$ cat src/rtl/swb_mode_pkg.sv
package swb_mode_pkg;

    typedef enum logic [2:0] {
        ST_CALIB,
        ST_COMMAND,
        ST_DATA,
        ST_CHECK,
        ST_BUS_WAIT,
        ST_EXEC_WAIT,
        ST_PULSE_WAIT
    } mc_state_e;

    typedef enum logic [2:0] {
        CC_TO_DATA,
        CC_TO_CMD,
        CC_PULSE_END,
        CC_ILLEGAL,
        CC_ASSIST,
        CC_PULSE,
        CC_PLAIN
    } cmd_class_e;

endpackage

$ cat src/rtl/swb_rx_hold.sv
// One-entry holding register between the UART receiver and the mode FSM.
module swb_rx_hold #(
    parameter int W = 8
) (
    input  logic         clk,
    input  logic         rst_n,
    input  logic         clr,
    input  logic         in_valid,
    input  logic [W-1:0] in_data,
    input  logic         take,
    output logic         full,
    output logic [W-1:0] data
);
    logic accept;
    assign accept = in_valid && !full && !clr;

    always_ff @(posedge clk or negedge rst_n) begin
        if (!rst_n) begin
            full <= 1'b0;
        end else if (clr || take) begin
            full <= 1'b0;
        end else if (accept) begin
            full <= 1'b1;
        end
    end

    always_ff @(posedge clk or negedge rst_n) begin
        if (!rst_n) begin
            data <= '0;
        end else if (accept) begin
            data <= in_data;
        end
    end
endmodule

$ cat src/rtl/swb_cmd_decode.sv
// Classifies a command-mode byte; reserved escapes win over the bit fields.
module swb_cmd_decode
    import swb_mode_pkg::*;
#(
    parameter int            W           = 8,
    parameter logic [W-1:0]  CODE_DATA   = 8'hE1,
    parameter logic [W-1:0]  CODE_CMD    = 8'hE3,
    parameter logic [W-1:0]  CODE_PEND   = 8'hF1
) (
    input  logic [W-1:0] byte_in,
    output cmd_class_e   cls
);
    localparam int MSB = W - 1;

    always_comb begin
        if (byte_in == CODE_DATA) begin
            cls = CC_TO_DATA;
        end else if (byte_in == CODE_CMD) begin
            cls = CC_TO_CMD;
        end else if (byte_in == CODE_PEND) begin
            cls = CC_PULSE_END;
        end else if (!byte_in[MSB]) begin
            // configuration access: legal only with the low bit set
            cls = byte_in[0] ? CC_PLAIN : CC_ILLEGAL;
        end else begin
            unique case (byte_in[MSB-1:MSB-2])
                2'b01:   cls = CC_ASSIST;
                2'b11:   cls = CC_PULSE;
                default: cls = CC_PLAIN;
            endcase
        end
    end
endmodule

$ cat src/rtl/swb_resp_slot.sv
// Single response register toward the UART transmitter.
module swb_resp_slot #(
    parameter int W = 8
) (
    input  logic         clk,
    input  logic         rst_n,
    input  logic         clr,
    input  logic         load,
    input  logic [W-1:0] load_data,
    input  logic         tx_ready,
    output logic         tx_valid,
    output logic [W-1:0] tx_data
);
    always_ff @(posedge clk or negedge rst_n) begin
        if (!rst_n) begin
            tx_valid <= 1'b0;
            tx_data  <= '0;
        end else if (clr) begin
            tx_valid <= 1'b0;
        end else if (load) begin
            tx_valid <= 1'b1;
            tx_data  <= load_data;
        end else if (tx_valid && tx_ready) begin
            tx_valid <= 1'b0;
        end
    end
endmodule

$ cat src/rtl/swb_mode_ctrl.sv
module swb_mode_ctrl
    import swb_mode_pkg::*;
#(
    parameter int                 BYTE_W    = 8,
    parameter logic [BYTE_W-1:0]  CODE_DATA = 8'hE1,
    parameter logic [BYTE_W-1:0]  CODE_CMD  = 8'hE3,
    parameter logic [BYTE_W-1:0]  CODE_PEND = 8'hF1
) (
    input  logic              clk,
    input  logic              rst_n,
    input  logic              rx_valid,
    input  logic [BYTE_W-1:0] rx_data,
    input  logic              rx_ferr,
    input  logic              rx_stop_level,
    output logic              rx_ready,
    output logic              byte_req,
    output logic [BYTE_W-1:0] byte_data,
    input  logic              byte_done,
    input  logic [BYTE_W-1:0] byte_result,
    output logic              cmd_req,
    output logic [BYTE_W-1:0] cmd_code,
    input  logic              cmd_done,
    input  logic [BYTE_W-1:0] cmd_result,
    output logic              pulse_stop,
    input  logic              presence_evt,
    output logic              tx_valid,
    output logic [BYTE_W-1:0] tx_data,
    input  logic              tx_ready
);
    localparam logic [BYTE_W-1:0] ARRIVAL = {{(BYTE_W-2){1'b0}}, 2'b01};

    mc_state_e         st, nxt;
    logic              resp_en, nxt_resp_en;
    logic              mres;
    logic              hold_full;
    logic [BYTE_W-1:0] hold_data;
    logic              take;
    logic              can_go;
    logic              ld;
    logic [BYTE_W-1:0] ld_data;
    logic              byte_go, cmd_go, stop_go;
    cmd_class_e        cls;
    mc_state_e         route_nxt;
    logic              route_issue, route_resp;

    // start polarity where the stop bit belongs: full master reset
    assign mres = rx_ferr && !rx_stop_level;

    swb_rx_hold #(.W(BYTE_W)) u_hold (
        .clk      (clk),
        .rst_n    (rst_n),
        .clr      (mres),
        .in_valid (rx_valid),
        .in_data  (rx_data),
        .take     (take),
        .full     (hold_full),
        .data     (hold_data)
    );

    swb_cmd_decode #(
        .W         (BYTE_W),
        .CODE_DATA (CODE_DATA),
        .CODE_CMD  (CODE_CMD),
        .CODE_PEND (CODE_PEND)
    ) u_dec (
        .byte_in (hold_data),
        .cls     (cls)
    );

    swb_resp_slot #(.W(BYTE_W)) u_resp (
        .clk       (clk),
        .rst_n     (rst_n),
        .clr       (mres),
        .load      (ld),
        .load_data (ld_data),
        .tx_ready  (tx_ready),
        .tx_valid  (tx_valid),
        .tx_data   (tx_data)
    );

    // Where a byte treated as a command leads.
    always_comb begin
        route_nxt   = ST_COMMAND;
        route_issue = 1'b0;
        route_resp  = 1'b0;
        unique case (cls)
            CC_TO_DATA:   route_nxt = ST_DATA;
            CC_TO_CMD,
            CC_PULSE_END,
            CC_ILLEGAL:   route_nxt = ST_COMMAND;
            CC_ASSIST: begin
                route_nxt   = ST_EXEC_WAIT;
                route_issue = 1'b1;
            end
            CC_PULSE: begin
                route_nxt   = ST_PULSE_WAIT;
                route_issue = 1'b1;
                route_resp  = 1'b1;
            end
            CC_PLAIN: begin
                route_nxt   = ST_EXEC_WAIT;
                route_issue = 1'b1;
                route_resp  = 1'b1;
            end
            default:      route_nxt = ST_COMMAND;
        endcase
    end

    // State register.
    always_ff @(posedge clk or negedge rst_n) begin
        if (!rst_n) begin
            st      <= ST_CALIB;
            resp_en <= 1'b0;
        end else if (mres) begin
            st      <= ST_CALIB;
            resp_en <= 1'b0;
        end else begin
            st      <= nxt;
            resp_en <= nxt_resp_en;
        end
    end

    // Next state and outputs.
    assign can_go = hold_full && !tx_valid;

    always_comb begin
        nxt         = st;
        nxt_resp_en = resp_en;
        take        = 1'b0;
        byte_go     = 1'b0;
        cmd_go      = 1'b0;
        stop_go     = 1'b0;
        ld          = 1'b0;
        ld_data     = '0;
        unique case (st)
            ST_CALIB: begin
                if (can_go) begin
                    take        = 1'b1;
                    cmd_go      = 1'b1;
                    nxt_resp_en = 1'b0;
                    nxt         = ST_EXEC_WAIT;
                end
            end
            ST_COMMAND: begin
                if (presence_evt && !tx_valid) begin
                    ld      = 1'b1;
                    ld_data = ARRIVAL;
                end
                if (can_go) begin
                    take        = 1'b1;
                    cmd_go      = route_issue;
                    nxt_resp_en = route_resp;
                    nxt         = route_nxt;
                end
            end
            ST_DATA: begin
                if (can_go) begin
                    take = 1'b1;
                    if (hold_data == CODE_CMD) begin
                        nxt = ST_CHECK;
                    end else begin
                        byte_go = 1'b1;
                        nxt     = ST_BUS_WAIT;
                    end
                end
            end
            ST_CHECK: begin
                if (can_go) begin
                    take = 1'b1;
                    if (hold_data == CODE_CMD) begin
                        byte_go = 1'b1;
                        nxt     = ST_BUS_WAIT;
                    end else begin
                        cmd_go      = route_issue;
                        nxt_resp_en = route_resp;
                        nxt         = route_nxt;
                    end
                end
            end
            ST_BUS_WAIT: begin
                if (byte_done) begin
                    ld      = 1'b1;
                    ld_data = byte_result;
                    nxt     = ST_DATA;
                end
            end
            ST_EXEC_WAIT: begin
                if (cmd_done) begin
                    ld      = resp_en;
                    ld_data = cmd_result;
                    nxt     = ST_COMMAND;
                end
            end
            ST_PULSE_WAIT: begin
                if (hold_full) begin
                    take    = 1'b1;
                    stop_go = (cls == CC_PULSE_END);
                end
                if (cmd_done) begin
                    ld      = 1'b1;
                    ld_data = cmd_result;
                    nxt     = ST_COMMAND;
                end
            end
            default: nxt = ST_CALIB;
        endcase
        if (mres) begin
            take    = 1'b0;
            byte_go = 1'b0;
            cmd_go  = 1'b0;
            stop_go = 1'b0;
            ld      = 1'b0;
        end
    end

    assign rx_ready   = !hold_full;
    assign byte_req   = byte_go;
    assign byte_data  = hold_data;
    assign cmd_req    = cmd_go;
    assign cmd_code   = hold_data;
    assign pulse_stop = stop_go;
endmodule

$ cat config.mk
export PLATFORM = sky130hd
export DESIGN_NAME = swb_mode_ctrl
export DESIGN_NICKNAME = d
export VERILOG_FILES = /design/src/rtl/swb_mode_pkg.sv /design/src/rtl/swb_rx_hold.sv /design/src/rtl/swb_cmd_decode.sv /design/src/rtl/swb_resp_slot.sv /design/src/rtl/swb_mode_ctrl.sv
export SDC_FILE = /design/constraint.sdc
export NUM_CORES = 1
export LEC_CHECK = 0
export CAP_MARGIN = 20
export CORE_MARGIN = 2
export CORE_UTILIZATION = 25
export CTS_BUF_LIST = sky130_fd_sc_hd__clkbuf_16
export DETAILED_ROUTE_END_ITERATION = 10
export DONT_BUFFER_PORTS = 1
export PLACE_DENSITY = 0.47
export REMOVE_ABC_BUFFERS = 1
export SLEW_MARGIN = 20
export SYNTH_ARGS = -nofsm -noshare
export SYNTH_HDL_FRONTEND = slang
export SYNTH_SLANG_ARGS = --single-unit
$ cat constraint.sdc
create_clock -name clk -period 1.6 [get_ports clk]
set_input_delay 0.16 -clock clk [delete_from_list [all_inputs] [get_ports clk]]
set_output_delay 0.16 -clock clk [all_outputs]
set_load 0.02 [all_outputs]
==> run_summary.xml <==
<?xml version="1.0" encoding="UTF-8"?>
<metrics>
  <group name="global_route">
    <metric name="grt_max_degree" unit="">23</metric>
    <metric name="grt_use_met1" unit="">0.145</metric>
    <metric name="gr-total-overflow" unit="">0</metric>
    <metric name="globalRouteMet3Util" unit="">0.0472</metric>
    <metric name="tot_gr_track_use" unit="">0.130</metric>
    <metric name="grt_first_pass_wirelength" unit="um">6580</metric>
    <metric name="gr-max-usage-layer" unit="">met2</metric>
    <metric name="antenna_found_initial" unit="">0</metric>
    <metric name="first_global_vias" unit="">1423</metric>
    <metric name="groute.layer.met2.usage" unit="">0.241</metric>
  </group>
  <group name="synth">
    <metric name="postSynthAreaPerCell" unit="um^2">10.0</metric>
    <metric name="part_of_the_yosys_area_used_for_sequential_elements" unit="">0.378</metric>
    <metric name="syn_area" unit="mm^2">0.00146</metric>
    <metric name="edff_count_synth" unit="">0</metric>
    <metric name="async_reset_ff_frac" unit="">1.00</metric>
    <metric name="synth-warning-count" unit="">0</metric>
    <metric name="synthesis.instances" unit="">145</metric>
    <metric name="ys_ff_latch" unit="">22</metric>
    <metric name="post_synth_num_cell_types" unit="">47</metric>
    <metric name="yosys_most_used_dff" unit="">dfrtp_1</metric>
  </group>
  <group name="worst_setup_path">
    <metric name="worstReg2RegEnd" unit="">st[2]</metric>
    <metric name="reg2reg_setup_slack" unit="ns">-0.08</metric>
    <metric name="cp-endpoint" unit="">pulse_stop</metric>
    <metric name="worst_r2r_startpoint" unit="">u_hold.data[3]</metric>
    <metric name="timing.reg2reg.worst_path_depth" unit="">5</metric>
    <metric name="worstSetupStartpoint" unit="">u_hold.data[3]</metric>
    <metric name="kind_of_start_point_of_the_critical_path" unit="">flip-flop</metric>
    <metric name="worstSetupPathType" unit="">reg2out</metric>
    <metric name="timing.critical_path.fanout_max" unit="">4</metric>
    <metric name="timing.critical_path.to_type" unit="">output pin</metric>
    <metric name="worst-endpoint-arrival" unit="ns">1.92</metric>
    <metric name="critical_path_required" unit="ns">1.44</metric>
  </group>
  <group name="sta">
    <metric name="timing.max_slew.rel_slack" unit="">0.723</metric>
    <metric name="timing.fmax" unit="GHz">0.481</metric>
    <metric name="final_min_period_over_clock_period" unit="">1.30</metric>
    <metric name="slew_violations" unit="">0</metric>
    <metric name="rsz0062_at_grt" unit="">true</metric>
    <metric name="finalSetupViolations" unit="">13</metric>
    <metric name="setup_slack_after_layout" unit="ns">-0.478</metric>
    <metric name="finalHoldViolCount" unit="">0</metric>
    <metric name="worst_slew_pin_slew" unit="ns">0.414</metric>
    <metric name="timing.clock.skew" unit="ns">0.00399</metric>
    <metric name="layout_min_cycle_time" unit="ns">2.08</metric>
  </group>
  <group name="clocking">
    <metric name="clk_pin_slew" unit="ns">0.06</metric>
    <metric name="numCtsBuffers" unit="">3</metric>
    <metric name="cts_root_buf" unit="">clkbuf_16</metric>
    <metric name="clock-sinks" unit="">22</metric>
    <metric name="tritoncts" unit="">done</metric>
    <metric name="cts-root-to-sink-buffers" unit="">2</metric>
    <metric name="clock_latency_on_the_worst_skew_pair" unit="ns">0.26</metric>
    <metric name="cts.htree.levels" unit="">1</metric>
  </group>
  <group name="hold_path">
    <metric name="hp-class" unit="">in2reg</metric>
    <metric name="cells_on_worst_hold_path" unit="">1</metric>
  </group>
  <group name="detailed_routing">
    <metric name="antenna_left" unit="">0</metric>
    <metric name="detail_route.drc_violations" unit="">0</metric>
    <metric name="post_drt_wl_per_cell" unit="um">15.6</metric>
    <metric name="number_of_vias_per_cell" unit="">5.01</metric>
    <metric name="drt_iter0_drc" unit="">45</metric>
    <metric name="drt-pass1-iter-count" unit="">4</metric>
    <metric name="wirelength" unit="um">3980</metric>
    <metric name="detailroute.via_count" unit="">1283</metric>
  </group>
  <group name="floorplan">
    <metric name="core_area" unit="mm^2">0.00557</metric>
    <metric name="die-height" unit="um">80.3</metric>
    <metric name="core.rowCount" unit="">27</metric>
    <metric name="die_span_x" unit="um">80.3</metric>
    <metric name="pin_count" unit="">62</metric>
    <metric name="initial_core_util" unit="">0.261</metric>
    <metric name="fp.dieArea" unit="mm^2">0.00645</metric>
  </group>
  <group name="finish">
    <metric name="final_layout_size_suffix_gt1_frac" unit="">0.467</metric>
    <metric name="fill_cells" unit="">554</metric>
    <metric name="antenna-diode-count" unit="">0</metric>
    <metric name="nNetsFinal" unit="">218</metric>
    <metric name="stdcell_area" unit="mm^2">0.00208</metric>
    <metric name="area_growth" unit="%">43.1</metric>
    <metric name="post_layout_nonfiller_instances" unit="">256</metric>
  </group>
  <group name="outcome">
    <metric name="run_status" unit="">complete, but fails checks</metric>
    <metric name="failed_checks" unit="">negative setup slack</metric>
  </group>
  <group name="pwr">
    <metric name="power_density" unit="mW/mm^2">1820</metric>
    <metric name="vdd.ir_drop.worst" unit="uV">841</metric>
    <metric name="power_leakage" unit="nW">0.880</metric>
  </group>
  <group name="place">
    <metric name="hpwlAfterDp" unit="um">2900</metric>
    <metric name="placement.io_buffers" unit="">0</metric>
    <metric name="detailed_place.area" unit="mm^2">0.00176</metric>
    <metric name="globalplace.congestion" unit="">0.849</metric>
    <metric name="dpl.cell_count" unit="">244</metric>
  </group>
  <group name="job">
    <metric name="max_cap_viol_count" unit="">0</metric>
  </group>
</metrics>
[layout by cell type, fill, tap and decap left out, types with 3 or more instances in the layout]
master and count:
buf_4 36, nor2_1 3, mux2i_1 9, inv_1 11, dfrtp_1 21, nand2b_1 4
a22oi_1 8, nand2_1 8, mux2_2 8, o21ai_0 4, buf_6 12, or3b_4 3
clkbuf_16 3
[repair_timing]
action                                  CTS  global route
endpoints found under the setup margin   14            16
endpoints found under the hold margin    22             0
pin swaps                                 9             6
buffers inserted                          5             5
gates resized for setup                  27            13
hold buffers                              2             0
[cells by family after synthesis]
kind of cell           Yosys count  share of synthesized area
AO/OA/AOI/OAI                   39                      0.216
AND/OR/NAND/NOR                 38                      0.164
multiplexers                    18                      0.134
XOR/XNOR                         2                     0.0120
buffers and inverters           26                     0.0962
flip-flops                      22                      0.378
[how the worst min path moves through the flow]
| stage | startpoint | endpoint |
|---|---|---|
| 3_5_place_dp | rst_n | u_resp.tx_data[6] |
| 6_report | rx_data[6] | u_hold.data[6] |
| 5_1_grt | rx_data[3] | u_hold.data[3] |
| 4_1_cts | rx_data[6] | u_hold.data[6] |
| 2_1_floorplan | rst_n | resp_en |
| 3_3_place_gp | rst_n | u_resp.tx_data[3] |
[cells in the mapped netlist, drive strengths merged (4+ instances only)]
| cell | instances | area (um^2) |
|---|---|---|
| dfrtp | 22 | 551 |
| buf | 11 | 83.8 |
| inv | 11 | 41.3 |
| mux2 | 9 | 105 |
| mux2i | 9 | 90.1 |
| nand2 | 9 | 33.8 |
| a22oi | 8 | 60.1 |
| nand2b | 5 | 31.3 |
| nor2 | 5 | 18.8 |
| o21ai | 5 | 25.0 |
| clkbuf | 4 | 15.0 |
[where the power goes]
| part | switching (mW) | internal, mW | total, mW | leakage, nW |
|---|---|---|---|---|
| clock | 0.202 | 0.334 | 0.536 | 0.0385 |
| sequential | 0.223 | 0.748 | 0.971 | 0.280 |
| combinational | 1.16 | 1.13 | 2.29 | 0.561 |
[metal layers]
layer / part of all wire / vias up
met5: 0 / -
met4: 0.0035 / 0
met3: 0.087 / 2
met2: 0.50 / 60
met1: 0.41 / 615
li1: - / 606
[critical path, cell delays in order, from the launching register on]
cell     delay [ns]
dfrtp_1        0.39
or3b_4         0.42
o32a_1         0.34
nor4_2         0.31
buf_4          0.20
[metrics by stage]
step                utilization  setup WS [ns]  TNS, ns  total power, mW  hold slack (ns)
finish                    0.374         -0.478    -1.57             3.80           0.0533
global route              0.374         -0.513    -2.79             4.07           0.0467
CTS                       0.363         -0.413    -1.49             3.71           0.0496
detailed placement        0.316         -0.213    -2.22             2.81           -0.135
global placement          0.316         -0.160    -1.53             2.78           -0.135
floorplan                     -         -0.740    -4.11             2.05           -0.136
[final cells by class]
cell class,count,area (um^2),share of cell area
clock buffers,3,75.1,0.0360
clock inverters,1,3.75,0.00180
inverters,11,41.3,0.0198
multi-input cells,97,887,0.426
flip-flops and latches,22,552,0.265
well taps,72,90.1,0.0432
repair buffers,50,435,0.209
[registers in the layout (all words and copies together), names as in the netlist]
signal	cells
resp_en	1
st	3
u_resp.tx_valid	1
u_resp.tx_data	8
u_hold.data	8
u_hold.full	1
Power figures use the tool's default switching activity.
